[config.mk]
export PLATFORM = sky130hd
export DESIGN_NAME = rt_bus_datapath
export DESIGN_NICKNAME = d
export VERILOG_FILES = /design/src/rtl/rt_pkg.sv /design/src/rtl/rt_dest_dec.sv /design/src/rtl/rt_reg_bank.sv /design/src/rtl/rt_bus_mux.sv /design/src/rtl/rt_word_mem.sv /design/src/rtl/rt_bus_datapath.sv
export SDC_FILE = /design/constraint.sdc
export NUM_CORES = 1
export LEC_CHECK = 0
export BUFFER_PORTS_ARGS = -buffer_cell sky130_fd_sc_hd__buf_2
export CAP_MARGIN = 20
export CORE_ASPECT_RATIO = 1.2
export CORE_MARGIN = 2
export CORE_UTILIZATION = 37
export CTS_BUF_LIST = sky130_fd_sc_hd__clkbuf_8
export DETAILED_ROUTE_END_ITERATION = 7
export PLACE_DENSITY = 0.63
export RECOVER_POWER = 100
export SETUP_SLACK_MARGIN = 0.4
export SYNTH_ARGS = -nofsm -noshare
export SYNTH_HDL_FRONTEND = slang
export SYNTH_HIERARCHICAL = 1
export SYNTH_SLANG_ARGS = --single-unit
[constraint.sdc]
create_clock -name clk -period 2.2 [get_ports clk]
set_clock_uncertainty 0.2 [all_clocks]
set_input_delay 0.11 -clock clk [delete_from_list [all_inputs] [get_ports clk]]
set_output_delay 0.11 -clock clk [all_outputs]
set_load 0.05 [all_outputs]
[src/rtl/rt_pkg.sv]
package rt_pkg;
    typedef enum logic [1:0] {
        DR_HOLD     = 2'd0,
        DR_FROM_BUS = 2'd1,
        DR_FROM_MEM = 2'd2
    } dr_src_e;

    function automatic dr_src_e dr_choose(input logic rd, input logic ld);
        if (rd)      return DR_FROM_MEM;
        else if (ld) return DR_FROM_BUS;
        else         return DR_HOLD;
    endfunction
endpackage

[src/rtl/rt_dest_dec.sv]
module rt_dest_dec #(
    parameter int N  = 4,
    parameter int SW = 2
) (
    input  logic          en,
    input  logic [SW-1:0] sel,
    output logic [N-1:0]  ld
);
    for (genvar i = 0; i < N; i++) begin : g_line
        assign ld[i] = en && (sel == SW'(i));
    end
endmodule

[src/rtl/rt_reg_bank.sv]
module rt_reg_bank #(
    parameter int N  = 4,
    parameter int DW = 8,
    parameter int SW = 2
) (
    input  logic          clk,
    input  logic          rst,
    input  logic [N-1:0]  ld,
    input  logic [DW-1:0] din,
    input  logic [SW-1:0] rd_sel,
    output logic [DW-1:0] rd_data
);
    logic [DW-1:0] q [N];

    for (genvar i = 0; i < N; i++) begin : g_reg
        always_ff @(posedge clk) begin
            if (rst)        q[i] <= '0;
            else if (ld[i]) q[i] <= din;
        end
    end

    assign rd_data = q[rd_sel];
endmodule

[src/rtl/rt_bus_mux.sv]
module rt_bus_mux #(
    parameter int DW = 8
) (
    input  logic [DW-1:0] reg_word,
    input  logic [DW-1:0] dr_word,
    input  logic [DW-1:0] lit_word,
    input  logic          lit_sel,
    input  logic          dr_sel,
    output logic [DW-1:0] bus
);
    always_comb begin
        if (lit_sel)     bus = lit_word;
        else if (dr_sel) bus = dr_word;
        else             bus = reg_word;
    end
endmodule

[src/rtl/rt_word_mem.sv]
module rt_word_mem #(
    parameter int DW = 8,
    parameter int AW = 4
) (
    input  logic          clk,
    input  logic          we,
    input  logic [AW-1:0] addr,
    input  logic [DW-1:0] wdata,
    output logic [DW-1:0] rdata
);
    localparam int DEPTH = 1 << AW;
    logic [DW-1:0] mem [DEPTH];

    always_ff @(posedge clk) begin
        if (we) mem[addr] <= wdata;
    end

    assign rdata = mem[addr];
endmodule

[src/rtl/rt_bus_datapath.sv]
module rt_bus_datapath #(
    parameter int DW   = 8,
    parameter int AW   = 4,
    parameter int NREG = 4,
    localparam int SW  = $clog2(NREG)
) (
    input  logic          clk,
    input  logic          rst,
    input  logic [SW-1:0] src_sel,
    input  logic          lit_sel,
    input  logic          dr_sel,
    input  logic [DW-1:0] bus_lit,
    input  logic          dst_en,
    input  logic [SW-1:0] dst_sel,
    input  logic          ar_ld,
    input  logic          dr_ld,
    input  logic          mem_rd,
    input  logic          mem_wr,
    output logic [DW-1:0] bus_q,
    output logic [AW-1:0] ar_q,
    output logic [DW-1:0] dr_q
);
    import rt_pkg::*;

    logic [NREG-1:0] reg_ld;
    logic [DW-1:0]   reg_word;
    logic [DW-1:0]   mem_word;
    logic [DW-1:0]   bus;
    logic [AW-1:0]   ar_r;
    logic [DW-1:0]   dr_r;
    dr_src_e         dr_src;

    rt_dest_dec #(.N(NREG), .SW(SW)) u_dec (
        .en  (dst_en),
        .sel (dst_sel),
        .ld  (reg_ld)
    );

    rt_reg_bank #(.N(NREG), .DW(DW), .SW(SW)) u_bank (
        .clk     (clk),
        .rst     (rst),
        .ld      (reg_ld),
        .din     (bus),
        .rd_sel  (src_sel),
        .rd_data (reg_word)
    );

    rt_bus_mux #(.DW(DW)) u_mux (
        .reg_word (reg_word),
        .dr_word  (dr_r),
        .lit_word (bus_lit),
        .lit_sel  (lit_sel),
        .dr_sel   (dr_sel),
        .bus      (bus)
    );

    rt_word_mem #(.DW(DW), .AW(AW)) u_mem (
        .clk   (clk),
        .we    (mem_wr),
        .addr  (ar_r),
        .wdata (dr_r),
        .rdata (mem_word)
    );

    always_ff @(posedge clk) begin
        if (rst)        ar_r <= '0;
        else if (ar_ld) ar_r <= bus[AW-1:0];
    end

    assign dr_src = dr_choose(mem_rd, dr_ld);

    always_ff @(posedge clk) begin
        if (rst) begin
            dr_r <= '0;
        end else begin
            unique case (dr_src)
                DR_FROM_MEM: dr_r <= mem_word;
                DR_FROM_BUS: dr_r <= bus;
                default:     dr_r <= dr_r;
            endcase
        end
    end

    assign bus_q = bus;
    assign ar_q  = ar_r;
    assign dr_q  = dr_r;
endmodule

==> results.py <==
metrics = {
    "power": {
        "switching_share": 0.251,
        "internal_power_w": 0.00521,
        "p_per_area_mw_per_mm2": 776,
        "power_leakage_nw": 3.12,
        "combPwrFrac": 0.142,
        "peakVddDrop_mv": 0.394,
        "switching_power_w": 0.00174,
        "seqPwrFrac": 0.542,
        "clock_power_share": 0.316,
    },
    "final_layout": {
        "syn_to_final_growth_pct": 26.1,
        "seqCellArea_mm2": 0.00506,
        "nFillCells": 1626,
        "drive_gt1_frac": 0.400,
        "nets": 520,
        "antennaDiodeCount": 0,
        "multi_input_area_mm2": 0.00226,
        "stdcell_count": 768,
    },
    "global_route": {
        "track_usage": 0.179,
        "grt_max_degree": 38,
        "antenna_found_initial": 0,
        "first_global_vias": 4176,
        "grt-ovfl-total": 0,
        "grt_pass1_wl_um": 26000,
    },
    "logic_synthesis": {
        "seq_area_frac_synth": 0.710,
        "post-synth-top-area-cell": "edfxtp_1",
        "postSynthAreaPerCell_um2": 18.6,
        "synth_edf_count": 160,
        "synthesis.area_mm2": 0.00710,
        "ys.flop_type": "edfxtp_1",
        "ys_seq_elements": 172,
        "synth_nets": 402,
        "synth_top_area_share": 0.677,
        "netlist_top_cells_area": "edfxtp_1 (68%), mux4_2 (13%), and3b_1 (4.2%), dfxtp_1 (3.4%), mux2i_1 (2.8%)",
        "synth_most_common_cell": "edfxtp_1",
        "ys.warnings.count": 6,
        "synth.distinct_cells": 26,
        "synth_common_cells": "edfxtp_1 (160), mux4_2 (40), and3b_1 (34)",
        "synthCells": 381,
        "async_reset_ff_frac": 0,
    },
    "floorplanning": {
        "dieArea_mm2": 0.0203,
        "fp.dieW_um": 130,
        "start_util": 0.377,
        "core_area_mm2": 0.0189,
        "fp-row-count": 55,
        "io-pin-count": 41,
        "die_height_um": 156,
    },
    "cts": {
        "cts_buffer_depth": 2,
        "numClockSinks": 172,
        "insertion_delay_ps": 460,
        "cts_tree": "yes",
        "clk_pin_slew_worst_paths_ps": 80,
        "htree_num_levels": 4,
        "cts-root-buf": "clkbuf_8",
        "cts_made_buffers": 17,
    },
    "route": {
        "ant_nets": 0,
        "viasPerCell": 5.25,
        "drc": 0,
        "drtPass1Iterations": 4,
        "avgRoutedWirePerCell_um": 22.8,
        "wirelength_um": 17500,
        "via_count": 4031,
        "drt-initial-drc-count": 415,
    },
    "outcome": {
        "outcome": "complete, no violations",
    },
    "placement": {
        "portBuffers": 40,
        "placedCellCount": 683,
        "place_ws_ps": 7.54,
        "hpwl_um": 10800,
        "globalplace.congestion": 0.785,
    },
    "timing": {
        "max_slew.worst_pin.slew_ps": 1160,
        "hold_violations": 0,
        "min_period_over_period": 0.967,
        "setup_slack_ps": 72.3,
        "relSlewSlack": 0.226,
        "post-route-min-period_ps": 2130,
        "finalSetupViolCount": 0,
        "rsz0062_at_grt": "yes",
        "slew_violations": 0,
        "clock.fmax_ghz": 0.470,
    },
    "critical_path": {
        "cp-end-kind": "output port",
        "cp.required_ps": 1890,
        "cp_max_fo": 2,
        "path_cells": "mux4_2 > mux2i_4 > o21ai_4 > buf_4",
        "arrival_ps": 1820,
        "max_stage_delay_ps": 500,
        "slowest_stage": "mux4_2",
        "crit_type": "reg -> out",
        "cp-start-kind": "flop",
    },
    "min_path": {
        "min_path_type": "in -> reg",
    },
    "run": {
        "cap_viol_max_count": 0,
    },
}
==> final timing paths <==
check	start	end	slack, ps	cells past startpoint
setup reg to reg	ar_q[0]$_SDFFE_PP0P_	dr_q[5]$_SDFFE_PP0P_	80	7
hold reg to reg	ar_q[2]$_SDFFE_PP0P_	ar_q[2]$_SDFFE_PP0P_	420	2
hold / removal	dst_sel[0]	u_bank/q[0][3]$_SDFFCE_PN0P_	90	4
setup / recovery	u_bank/q[3][3]$_SDFFCE_PN0P_	bus_q[3]	70	4
==> final cells by class <==
type	instances	area share
well taps	256	0.0358
clock buffers	17	0.0261
repair buffers	120	0.103
clock inverters	15	0.0175
inverters	1	0.000419
flip-flops and latches	172	0.565
multi-input cells	187	0.252
==> stage by stage <==
| step | power (W) | util | hold slack, ps | instance area, um^2 | TNS [ps] |
|---|---|---|---|---|---|
| detailed placement | 0.00466 | 0.424 | 258 | 8000 | 0 |
| CTS | 0.00702 | 0.483 | 36.7 | 9110 | 0 |
| global placement | 0.00464 | 0.424 | 259 | 8000 | -33.2 |
| floorplan | 0.00437 | - | -24.7 | 7410 | 0 |
| finish | 0.00695 | 0.475 | 90.9 | 8950 | 0 |
| global route | 0.00719 | 0.475 | 77.9 | 8950 | 0 |
==> critical path: cells and delay by family, from the launching register on <==
| family | cells | cell delay (ps) |
|---|---|---|
| AO/OA/AOI/OAI | 1 | 90 |
| buffers and inverters | 1 | 210 |
| flip-flops | 1 | 380 |
| multiplexers | 2 | 680 |
==> sequential cells by signal (all words and copies together) (netlist names) <==
register,flops
u_mem/mem,128
u_bank/q,32
dr_q,8
ar_q,4
==> repair_timing <==
action / 4_1_cts / 5_1_grt
pin swaps: 34 / 19
gates cloned: 1 / 0
endpoints found under the setup margin: 157 / 130
hold buffers: 4 / 0
setup buffers: 39 / 9
hold endpoints to repair: 28 / 0
gates resized for setup: 65 / 25
==> cell families (layout without fill, tap and decap cells) <==
group	count (synthesis)	in the layout	synth area share
AO/OA/AOI/OAI	32	32	0.0310
buffers and inverters	22	153	0.0189
flip-flops	172	172	0.710
multiplexers	60	60	0.155
AND/OR/NAND/NOR	95	95	0.0846
==> power groups by stage <==
stage          combinational, W  clock [W]  sequential (W)
2_1_floorplan          0.000468          0         0.00390
3_3_place_gp           0.000792          0         0.00385
3_5_place_dp           0.000804          0         0.00385
4_1_cts                 0.00102    0.00223         0.00377
5_1_grt                 0.00104    0.00236         0.00378
6_report               0.000989    0.00219         0.00377
==> per-layer routing <==
layer,vias to the layer above,share of wire,global-route usage
met5,-,0,0
met4,0,0.020,0.0618
met3,25,0.059,0.0418
met2,143,0.50,0.284
met1,2088,0.42,0.242
li1,1775,-,-
==> cells in the final DEF (no fill, tap or decap), types with 3 or more instances in the layout <==
cell           instances
a22oi_2               14
mux4_2                40
dfxtp_4                3
clkinv_1               3
dfxtp_2                3
clkbuf_8              17
nor2_1                12
buf_6                 13
nor3_1                 3
buf_4                 27
clkbuf_2              11
edfxtp_1             160
o21ai_4                8
a211oi_1               6
or2_0                  4
dlygate4sd3_1          4
nor2b_1                7
bufinv_16              3
dfxtp_1                6
buf_2                 19
clkinv_2               3
and3b_1               34
nor2_4                 4
nand2_1               15
mux2i_1               10
clkbuf_1              32
buf_8                  3
buf_12                 9
mux2i_4                8
(Power assumes the default switching activity.)
